$ cat src/rtl/can_af_pkg.sv
package can_af_pkg;
    localparam int unsigned ID_W  = 11;
    localparam int unsigned KEY_W = ID_W + 1;

    typedef logic [KEY_W-1:0] af_key_t;

    function automatic af_key_t make_key(input logic [ID_W-1:0] id, input logic rtr);
        return {id, rtr};
    endfunction
endpackage

$ cat src/rtl/can_af_match.sv
module can_af_match #(
    parameter int unsigned W = 12
) (
    input  logic [W-1:0] key_i,
    input  logic [W-1:0] cmp_i,
    input  logic [W-1:0] dc_i,
    output logic         hit_o
);
    logic [W-1:0] bit_ok;

    always_comb begin
        bit_ok = dc_i | ~(key_i ^ cmp_i);
        hit_o  = &bit_ok;
    end
endmodule

$ cat src/rtl/can_af_prio.sv
module can_af_prio #(
    parameter int unsigned N     = 2,
    parameter int unsigned IDX_W = 1
) (
    input  logic [N-1:0]     hit_i,
    output logic             any_o,
    output logic [IDX_W-1:0] idx_o
);
    always_comb begin
        any_o = |hit_i;
        idx_o = '0;
        for (int k = N - 1; k >= 0; k--) begin
            if (hit_i[k]) begin
                idx_o = IDX_W'(k);
            end
        end
    end
endmodule

$ cat src/rtl/can_accept_filter.sv
module can_accept_filter
    import can_af_pkg::*;
#(
    parameter int unsigned NUM_FILT = 2,
    localparam int unsigned IDX_W   = (NUM_FILT > 1) ? $clog2(NUM_FILT) : 1,
    localparam int unsigned CFG_W   = NUM_FILT * KEY_W
) (
    input  logic             clk_i,
    input  logic             rst_ni,
    input  logic             hdr_valid_i,
    input  logic [ID_W-1:0]  hdr_id_i,
    input  logic             hdr_rtr_i,
    input  logic             hdr_ext_i,
    input  logic [CFG_W-1:0] flt_cmp_i,
    input  logic [CFG_W-1:0] flt_dc_i,
    output logic             accept_o,
    output logic [IDX_W-1:0] match_idx_o
);
    typedef struct packed {
        logic             accept;
        logic [IDX_W-1:0] idx;
    } af_state_t;

    af_state_t        st_d, st_q;
    af_key_t          rx_key;
    logic [NUM_FILT-1:0] hit;
    logic             any_hit;
    logic [IDX_W-1:0] win_idx;

    assign rx_key = make_key(hdr_id_i, hdr_rtr_i);

    for (genvar g = 0; g < NUM_FILT; g++) begin : g_filt
        can_af_match #(.W(KEY_W)) u_match (
            .key_i (rx_key),
            .cmp_i (flt_cmp_i[g*KEY_W +: KEY_W]),
            .dc_i  (flt_dc_i[g*KEY_W +: KEY_W]),
            .hit_o (hit[g])
        );
    end

    can_af_prio #(.N(NUM_FILT), .IDX_W(IDX_W)) u_prio (
        .hit_i (hit),
        .any_o (any_hit),
        .idx_o (win_idx)
    );

    always_comb begin
        st_d = st_q;
        if (hdr_valid_i) begin
            st_d.accept = any_hit && !hdr_ext_i;
            st_d.idx    = st_d.accept ? win_idx : '0;
        end
    end

    always_ff @(posedge clk_i or negedge rst_ni) begin
        if (!rst_ni) begin
            st_q <= '0;
        end else begin
            st_q <= st_d;
        end
    end

    assign accept_o    = st_q.accept;
    assign match_idx_o = st_q.idx;
endmodule

$ cat config.mk
export PLATFORM = sky130hd
export DESIGN_NAME = can_accept_filter
export DESIGN_NICKNAME = d
export VERILOG_FILES = /design/src/rtl/can_af_pkg.sv /design/src/rtl/can_af_match.sv /design/src/rtl/can_af_prio.sv /design/src/rtl/can_accept_filter.sv
export SDC_FILE = /design/constraint.sdc
export NUM_CORES = 1
export LEC_CHECK = 0
export BUFFER_PORTS_ARGS = -buffer_cell sky130_fd_sc_hd__buf_4
export CORE_MARGIN = 5
export CORE_UTILIZATION = 29
export CTS_CLUSTER_SIZE = 28
export DETAILED_ROUTE_END_ITERATION = 10
export GPL_ROUTABILITY_DRIVEN = 0
export GPL_TIMING_DRIVEN = 0
export PLACE_DENSITY = 0.93
export SYNTH_ARGS = -nofsm -noshare
export SYNTH_HDL_FRONTEND = slang
export SYNTH_SLANG_ARGS = --single-unit
$ cat constraint.sdc
create_clock -name clk_i -period 1.6 [get_ports clk_i]
set_clock_uncertainty 0.1 [all_clocks]
set_input_delay 0.08 -clock clk_i [delete_from_list [all_inputs] [get_ports clk_i]]
set_output_delay 0.08 -clock clk_i [all_outputs]
set_load 0.05 [all_outputs]
==> impl_metrics.toml, run 1 <==
[outcome]
status = "completed"

[worst_setup_path]
worst_ep_arrival_time_ns = 1.04
cpLargestDelayFamily = "compound AO/OA/AOI/OAI gates"
critPathBufInv = 1
cp.required_ns = 1.65
cpMaxStageDelayCell = "nor4_2"
setup.worst_path.end_class = "flop"
cp-start-kind = "input pin"
cp_max_fo = 2
crit_type = "in2reg"
cpPeakStageDelay_ns = 0.26
cp_cell_sequence = "buf_4, xnor2_1, o22ai_1, nor4_2, o2111ai_1, o2bb2ai_2"

[hold_path]
hold_class = "in2reg"

[grt]
grt-ovfl-total = 0
grt_max_degree = 4
gr-usage-all-layers_pct = 15.75
grt_pass1_vias = 735
grt_pass1_wl_mm = 2.511
antenna_found_initial = 0

[clock_network]
htree_levels = 1
numCtsBuffers = 3
cts.clk_slew.worst_paths_ns = 0.03
clk_latency_ns = 0.22
cts.path.max_buffers = 2
cts_sinks = 2
cts_resized = 0
root_buffer = "clkbuf_4"
cts_tree = "built"

[timing]
setup_viol = 0
slew_violations = 0
fin_tns_setup_ns = 0
worst_slew_pin_slew_ns = 0.2548
fin_crit_sh_pct = 62.02
finalHoldViolCount = 0
rsz0062_at_grt = "no"
slew_headroom_pct = 82.99
fmax_mhz = 1008
period_needed_ns = 0.9923

[place]
placed_cells = 131
numPortBuffers = 65

[detailed_routing]
avgViaCountPerCell = 4.793
initialDrtViolationCount = 0
routedWlPerCell_um = 12.90
drc_errors = 0
ant_nets = 0
wl_mm = 1.741
route.vias.total = 647
first_pass_iters = 1

[logic_synthesis]
syn_avg_cell_area_um2 = 8.096
synth_top_area_share_pct = 50.91
ys_warn_count = 0
synth_top_cell_by_area = "xnor2_1"
yosys-top-cells-area = "xnor2_1 51%, o22ai_1 17%, dfrtp_1 12%"
syn_inst = 51
seq_area_frac_synth_pct = 12.12
syn_area_um2 = 412.9
synth_fp_nets = 115
synth_cell_types = 12
ys_ff_latch = 2

[cells_and_area]
syn2layout_area_growth_pct = 130.6
drive_above_1_share_pct = 58.33
fin_cells = 135
layout_common_cells = "65 x buf_4, 24 x xnor2_1, 11 x o22ai_1, 6 x nor2_1, 3 x clkbuf_4"
final_nets = 186
final_common_cell = "buf_4"
diodes = 0

[power_and_ir_drop]
share_seq_of_total_power_pct = 13.1
internal_power_w = 0.0002973
p_sw_share_pct = 27.63
peakVddDrop_mv = 0.3246
p_switching_w = 0.0001135
power_frac_comb_pct = 59.6
power_w = 0.0004108
power_leakage_nw = 0.4590
cellPowerDensity_nw_per_um2 = 431.5
clkPwrFrac_pct = 27.3

[floorplanning]
rows = 13
die_h_um = 47.74
ios = 66
die_w_um = 47.74
dieArea_um2 = 2279
initial_core_util_pct = 31.34
coreArea_um2 = 1318

[flow_run]
cap_violations = 0
## cell type report
type,count,area [µm²]
repair buffers,66,498.0
fillers,103,365.4
multi-input cells,48,359.1
flip-flops and latches,2,50.05
clock buffers,3,22.52
well taps,15,18.77
inverters,1,3.754
## cells by family (layout without fill, tap and decap cells)
| kind of cell | count (synthesis) | after routing | share of synthesized area (%) |
|---|---|---|---|
| flops | 2 | 2 | 12.12 |
| simple gates | 11 | 11 | 13.64 |
| compound gates | 13 | 13 | 22.42 |
| buf+inv | 1 | 70 | 0.9082 |
| xor+xnor | 24 | 24 | 50.91 |
## registers in the layout (all words and copies together) (netlist names)
signal / cells
match_idx_o: 1
accept_o: 1
## Yosys cell counts
cell / count
o22ai_1: 11
xnor2_1: 24
nor4_2: 1
nand2_1: 1
inv_1: 1
nor2_1: 6
and3_1: 1
dfrtp_1: 2
nand3_1: 1
o2bb2ai_2: 1
o2111ai_1: 1
nand4_1: 1
## path summary, 6_finish.rpt
path | startpoint | slack [ns] | endpoint | cells past startpoint
max reg2reg | accept_o$_DFFE_PN0P_ | 0.87 | accept_o$_DFFE_PN0P_ | 2
max | hdr_id_i[6] | 0.61 | match_idx_o$_DFFE_PN0P_ | 6
max in group asynchronous | rst_ni | 1.23 | match_idx_o$_DFFE_PN0P_ | 2
min reg2reg | match_idx_o$_DFFE_PN0P_ | 0.39 | match_idx_o$_DFFE_PN0P_ | 1
min in group asynchronous | rst_ni | 0.08 | accept_o$_DFFE_PN0P_ | 2
min | hdr_valid_i | 0.05 | match_idx_o$_DFFE_PN0P_ | 3
## timing repair
item | 4_1_cts | 5_1_grt
hold buffers | 1 | 0
hold endpoints to repair | 2 | 0
setup buffers | 0 | 0
## worst register-to-register path: cells and delay by family (launching register included)
kind / cells / cell delay [ns]
flops: 1 / 0.37
simple gates: 2 / 0.13
## power groups by stage
stage	logic [W]	clock network, W	registers, W
after global placement	0.000238	0	0.0000542
final	0.000245	0.000112	0.0000538
after detailed placement	0.000245	0	0.0000542
after global routing	0.000268	0.000117	0.0000540
after floorplan	0.0000907	0	0.0000605
after CTS	0.000247	0.000117	0.0000537
## metal layers
layer  wire, µm  vias up  global-route usage [%]
li1           -      323                       -
met1        511      287                   13.11
met2       1018       35                   32.19
met3        200        2                   3.008
met4         11        0                   10.22
met5          0        -                       0
## metrics by stage
step | cell area (µm²) | setup WS [ns] | util, % | hold slack (ns)
detailed placement | 919.6 | 0.3457 | 69.80 | -0.2355
CTS | 952.2 | 0.5762 | 72.27 | 0.04962
global placement | 919.6 | 0.3441 | 69.80 | -0.2385
finish | 952.2 | 0.6077 | 72.27 | 0.05091
global route | 952.2 | 0.4669 | 72.27 | 0.06068
floorplan | 412.9 | 0.5828 | - | -0.3156
Power figures use the tool's default switching activity.
==> inputs of run 2 (changes only) <==
--- a/config.mk
+++ b/config.mk
@@ -5,14 +5,16 @@
 export SDC_FILE = /design/constraint.sdc
 export NUM_CORES = 1
 export LEC_CHECK = 0
+export ABC_AREA = 1
 export BUFFER_PORTS_ARGS = -buffer_cell sky130_fd_sc_hd__buf_4
+export CORE_ASPECT_RATIO = 1.1
 export CORE_MARGIN = 5
-export CORE_UTILIZATION = 29
+export CORE_UTILIZATION = 35
 export CTS_CLUSTER_SIZE = 28
 export DETAILED_ROUTE_END_ITERATION = 10
 export GPL_ROUTABILITY_DRIVEN = 0
 export GPL_TIMING_DRIVEN = 0
-export PLACE_DENSITY = 0.93
+export PLACE_DENSITY = 0.91
 export SYNTH_ARGS = -nofsm -noshare
 export SYNTH_HDL_FRONTEND = slang
 export SYNTH_SLANG_ARGS = --single-unit
==> constraint.sdc (replaced) <==
create_clock -name clk_i -period 0.95 [get_ports clk_i]
set_clock_uncertainty 0.1 [all_clocks]
set_input_delay 0.0475 -clock clk_i [delete_from_list [all_inputs] [get_ports clk_i]]
set_output_delay 0.0475 -clock clk_i [all_outputs]
set_load 0.05 [all_outputs]
==> impl_metrics.toml, run 2 <==
[outcome]
status = "completed"

[flow_run]
cap_violations = 0

[worst_setup_path]
cp-start-kind = "flop"
worst_ep_arrival_time_ns = 0.78
r2r_end = "accept_o$_DFFE_PN0P_"
cp_cell_sequence = "buf_4"
cp_max_fo = 2
reg2reg_depth = 4
cp.required_ns = 0.80
rr_startpoint = "accept_o$_DFFE_PN0P_"
reg2reg_slack_ns = 0.12
cpPeakStageDelay_ns = 0.37
critical_path.startpoint = "match_idx_o$_DFFE_PN0P_"
critPathBufInv = 1
crit_type = "reg2out"
cp.depth = 1
cp-endpoint = "match_idx_o"
setup.worst_path.end_class = "output port"
cpMaxStageDelayCell = "dfrtp_1"
cpLargestDelayFamily = "flip-flops"

[floorplanning]
initial_core_util_pct = 36.15
die_w_um = 50.67
rows = 16
dieArea_um2 = 2774
die_h_um = 54.74
ios = 66
coreArea_um2 = 1762

[clock_network]
cts.clk_slew.worst_paths_ns = 0.03
cts_sinks = 2
cts.path.max_buffers = 2
clk_latency_ns = 0.22
cts_tree = "built"
root_buffer = "clkbuf_4"
postCtsSetupRepairBufs = 0
numCtsBuffers = 3
htree_levels = 1

[logic_synthesis]
syn_area_um2 = 636.9
ys.flop_type = "dfrtp_1"
synth_xor_area_share_pct = 0
synth_top_area_share_pct = 32.42
synth_top_cell_by_area = "nand2_1"
syn_inst = 143
synth_compound_area_share_pct = 6.680
synth_cell_types = 15
post-synth-top-count-cell = "nand2_1"
synthAdderAreaFrac_pct = 0
netlist_top_cells_count = "55 x nand2_1, 26 x inv_1, 23 x nor2_1"
yosys-top-cells-area = "nand2_1 32%, inv_1 15%, nor2_1 14%"
ys_ff_latch = 2
yosys.area_share.simple_pct = 65.42
synth_top_family_by_area = "simple AND/OR/NAND/NOR gates"
synth_fp_nets = 207
async_flop_share_pct = 100.0
syn_avg_cell_area_um2 = 4.454
ys_warn_count = 0
seq_area_frac_synth_pct = 7.859
synth_mux_area_share_pct = 0
synth-edff-count = 0

[power_and_ir_drop]
peakVddDrop_mv = 0.4167
cellPowerDensity_nw_per_um2 = 587.9
power_leakage_nw = 0.7708

[timing]
fmax_mhz = 1082
fin_crit_sh_pct = 97.28
worst_slew_pin_slew_ns = 0.1613
slew_violations = 0
period_needed_ns = 0.9242
rsz0062_at_grt = "no"
setup_viol = 0
slew_headroom_pct = 89.21
finalHoldViolCount = 0

[detailed_routing]
drc_errors = 0
initialDrtViolationCount = 12
wl_mm = 1.897
avgViaCountPerCell = 4.233
routedWlPerCell_um = 8.177
ant_nets = 0
first_pass_iters = 4
route.vias.total = 982

[cells_and_area]
final_nets = 279
drive_above_1_share_pct = 35.51
syn2layout_area_growth_pct = 88.21
fin_cells = 232
diodes = 0
final_common_cell = "buf_4"
layout_common_cells = "64 x buf_4, 55 x nand2_1, 26 x inv_1, 23 x nor2_1, 9 x nand3_1"
post-route-util_pct = 68.04

[hold_path]
hold_class = "in2reg"
worstHoldStart = "hdr_valid_i"

[grt]
antenna_found_initial = 0
grt_max_degree = 5
gr-usage-all-layers_pct = 13.28
grt-ovfl-total = 0
grt_pass1_wl_mm = 3.022
grt_pass1_vias = 858

[place]
placed_cells = 226
post-dp-hpwl_mm = 1.734
numPortBuffers = 65
==> run 2: cell count changes after synthesis, moves of 3 or more <==
cell,previous run,this run
o22ai_1,11,0
nand3b_1,0,3
nand2_1,1,55
inv_1,1,26
nand3_1,1,9
a21oi_1,0,6
inv_2,0,5
clkinv_1,0,3
or2_0,0,3
or2_1,0,3
nor2_1,6,23
xnor2_1,24,0
==> run 2: per-layer routing <==
| metal | vias to the layer above | part of all wire [%] | track usage, % |
|---|---|---|---|
| li1 | 561 | - | - |
| met1 | 379 | 35 | 15.00 |
| met2 | 42 | 50 | 25.21 |
| met3 | 0 | 15 | 3.270 |
| met4 | 0 | 0 | 2.553 |
| met5 | - | 0 | 0 |
==> run 2: tightest hold or removal path, delay by kind of cell <==
family | cells | cell delay (ns)
and+or+nand+nor | 3 | 0.17
buffers and inverters | 1 | 0.08
==> run 2: timing repair <==
action | 4_1_cts | 5_1_grt
endpoints found under the setup margin | 1 | 0
endpoints found under the hold margin | 3 | 0
hold buffers | 2 | 0
gates resized for setup | 1 | 0
==> run 2: layout make-up <==
class / instances / area (µm²)
sequential: 2 / 51.30
tap: 18 / 22.52
inverter: 34 / 127.6
multi-input combinational: 107 / 459.2
timing repair buffer: 67 / 511.7
clock buffer: 4 / 26.28
fill: 178 / 563.0
==> run 2: worst min-delay path by stage <==
stage	end	slack (ns)	depth (start not counted)
4_1_cts	accept_o$_DFFE_PN0P_	0.01	4
3_5_place_dp	match_idx_o$_DFFE_PN0P_	-0.27	1
6_report	accept_o$_DFFE_PN0P_	0.01	4
2_1_floorplan	accept_o$_DFFE_PN0P_	-0.35	0
5_1_grt	accept_o$_DFFE_PN0P_	0.03	4
3_3_place_gp	match_idx_o$_DFFE_PN0P_	-0.27	1
==> run 2: logic make-up after synthesis <==
family,count (synthesis)
buf+inv,34
flops,2
simple gates,99
compound gates,8
==> run 2: metrics by stage <==
| step | cell area [µm²] | worst slack [ns] | hold WS (ns) | setup TNS (ns) | power, W |
|---|---|---|---|---|---|
| after floorplan | 638.1 | 0.01072 | -0.3481 | 0 | 0.0002491 |
| after global placement | 1149 | -0.1127 | -0.2706 | -0.1794 | 0.0004896 |
| after detailed placement | 1149 | -0.1443 | -0.2675 | -0.2038 | 0.0004968 |
| after CTS | 1199 | 0.01475 | 0.01042 | 0 | 0.0007167 |
| after global routing | 1199 | 0.003405 | 0.03074 | 0 | 0.0007706 |
| final | 1199 | 0.02580 | 0.01379 | 0 | 0.0007047 |
==> run 2: power by group <==
part           internal [W]  switching, W
clock network      0.000156     0.0000492
logic              0.000249      0.000162
registers         0.0000877    0.00000108
==> inputs of run 3 (changes only) <==
--- a/config.mk
+++ b/config.mk
@@ -5,16 +5,15 @@
 export SDC_FILE = /design/constraint.sdc
 export NUM_CORES = 1
 export LEC_CHECK = 0
-export ABC_AREA = 1
 export BUFFER_PORTS_ARGS = -buffer_cell sky130_fd_sc_hd__buf_4
-export CORE_ASPECT_RATIO = 1.1
 export CORE_MARGIN = 5
-export CORE_UTILIZATION = 35
+export CORE_UTILIZATION = 29
+export CTS_BUF_LIST = sky130_fd_sc_hd__clkbuf_2 sky130_fd_sc_hd__clkbuf_4 sky130_fd_sc_hd__clkbuf_8
 export CTS_CLUSTER_SIZE = 28
 export DETAILED_ROUTE_END_ITERATION = 10
 export GPL_ROUTABILITY_DRIVEN = 0
 export GPL_TIMING_DRIVEN = 0
-export PLACE_DENSITY = 0.91
+export PLACE_DENSITY = 0.93
 export SYNTH_ARGS = -nofsm -noshare
 export SYNTH_HDL_FRONTEND = slang
 export SYNTH_SLANG_ARGS = --single-unit
==> impl_metrics.toml, run 3 (synthesis gave the netlist of run 1 again) <==
[detailed_routing]
wl_mm = 1.931
first_pass_iters = 1
drc_errors = 0
initialDrtViolationCount = 0
avgViaCountPerCell = 4.794
route.vias.total = 652
routedWlPerCell_um = 14.20
ant_nets = 0

[worst_setup_path]
cp_cell_sequence = "buf_6, xnor2_2, o22ai_1, nor4_2, o2111ai_2, o2bb2ai_2"
cpMaxStageDelayCell = "nor4_2"
cpPeakStageDelay_ns = 0.30
critical_path.startpoint = "flt_cmp_i[19]"
cpLargestDelayFamily = "compound AO/OA/AOI/OAI gates"
reg2reg_slack_ns = 0.19
cp_max_fo = 2
setup.worst_path.end_class = "flop"
cp.required_ns = 0.99
cp-start-kind = "input pin"
worst_ep_arrival_time_ns = 1.01
crit_type = "in2reg"
rr_startpoint = "accept_o$_DFFE_PN0P_"
critPathBufInv = 1

[cells_and_area]
layout_common_cells = "52 x buf_4, 18 x xnor2_1, 13 x buf_6, 9 x o22ai_1"
final_common_cell = "buf_4"
fillers = 89
drive_above_1_share_pct = 66.94
multi_input_area_um2 = 422.9
syn2layout_area_growth_pct = 160.0
diodes = 0
fin_area_um2 = 1074
seq_area_um2 = 51.30
final_nets = 186

[clock_network]
clk_latency_ns = 0.23
cts.clk_slew.worst_paths_ns = 0.04
cts_sinks = 2
htree_levels = 1
postCtsSetupRepairBufs = 0
root_buffer = "clkbuf_4"
cts.path.max_buffers = 2
cts_tree = "built"
numCtsBuffers = 3

[floorplanning]
coreArea_um2 = 1318
die_w_um = 47.74
dieArea_um2 = 2279
ios = 66
rows = 13
die_h_um = 47.74
initial_core_util_pct = 31.34

[timing]
worst_slew_pin_slew_ns = 0.2382
finalHoldViolCount = 0
fin_ws_ns = -0.01350
rsz0062_at_grt = "yes"
fmax_mhz = 1038
slew_violations = 0
setup_viol = 1
slew_headroom_pct = 83.99
period_needed_ns = 0.9635
fin_crit_sh_pct = 101.4
fin_tns_setup_ns = -0.01350

[place]
place_area_um2 = 920.9
post-dp-hpwl_mm = 1.605
numPortBuffers = 65

[flow_run]
cap_violations = 0

[power_and_ir_drop]
power_leakage_nw = 0.5163
power_w = 0.0008035
peakVddDrop_mv = 0.5107
cellPowerDensity_nw_per_um2 = 748.5

[grt]
gr-usage-all-layers_pct = 17.50
grt_pass1_vias = 750
grt_max_degree = 4
antenna_found_initial = 0
grt.met1_usage_pct = 14.03
globalRouteMet3Util_pct = 4.135
gr-max-usage-layer = "met2"
grt_pass1_wl_mm = 2.766
grt-ovfl-total = 0
grt.met2_usage_pct = 37.20

[outcome]
violations = "setup timing"
status = "complete, but fails checks"

[hold_path]
worstHoldStart = "hdr_valid_i"
hold_class = "in2reg"
[run 3: cell types whose count changed in the layout (fill, tap and decap cells not counted), moves of 5 or more]
cell,previous run,this run
inv_2,5,0
nor2_1,23,6
a21oi_1,6,0
nand3_1,9,1
xnor2_2,0,6
o22ai_1,0,9
buf_4,64,52
inv_1,26,1
nand2_1,55,1
xnor2_1,0,18
buf_6,1,13
[run 3: path summary, 6_finish.rpt]
kind | end | cells after the start
max | match_idx_o$_DFFE_PN0P_ | 6
min | accept_o$_DFFE_PN0P_ | 4
max reg2reg | accept_o$_DFFE_PN0P_ | 2
min reg2reg | accept_o$_DFFE_PN0P_ | 2
max in group asynchronous | match_idx_o$_DFFE_PN0P_ | 2
min in group asynchronous | accept_o$_DFFE_PN0P_ | 2
[run 3: through the flow]
step	setup WS, ns	std cells	hold WS [ns]	util [%]
6_report	-0.01350	136	0.02702	81.48
3_5_place_dp	-0.3069	131	-0.2677	69.90
4_1_cts	-0.05879	136	0.02176	78.92
5_1_grt	-0.1182	136	0.03155	81.48
2_1_floorplan	-0.03383	51	-0.3481	-
3_3_place_gp	-0.2701	131	-0.2710	69.90
[run 3: per-layer routing]
layer | vias to the layer above | part of all wire [%]
li1 | 326 | -
met1 | 294 | 30
met2 | 32 | 61
met3 | 0 | 8.9
met4 | 0 | 0
met5 | - | 0
[run 3: power breakdown]
group	total, W	switching [W]	internal [W]	leakage (nW)
sequential	0.0000917	0.00000260	0.0000891	0.0261
combinational	0.000469	0.000158	0.000311	0.472
clock	0.000243	0.0000578	0.000185	0.0184
total	0.000804	0.000219	0.000585	0.516
[run 3: final cells by class]
| class | count | share of cell area [%] |
|---|---|---|
| well taps | 15 | 1.748 |
| flip-flops and latches | 2 | 4.779 |
| repair buffers | 66 | 50.93 |
| multi-input cells | 48 | 39.39 |
| clock buffers | 4 | 2.797 |
| inverters | 1 | 0.3497 |
[run 3: what timing repair did]
item,in CTS,in global routing
hold endpoints to repair,2,0
endpoints found under the setup margin,4,4
pin swaps,9,7
hold buffers,1,0
gates resized for setup,15,7
[run 3: tightest hold or removal path: cells and delay by family]
family	cells	cell delay, ns
and+or+nand+nor	2	0.12
buffers and inverters	2	0.14
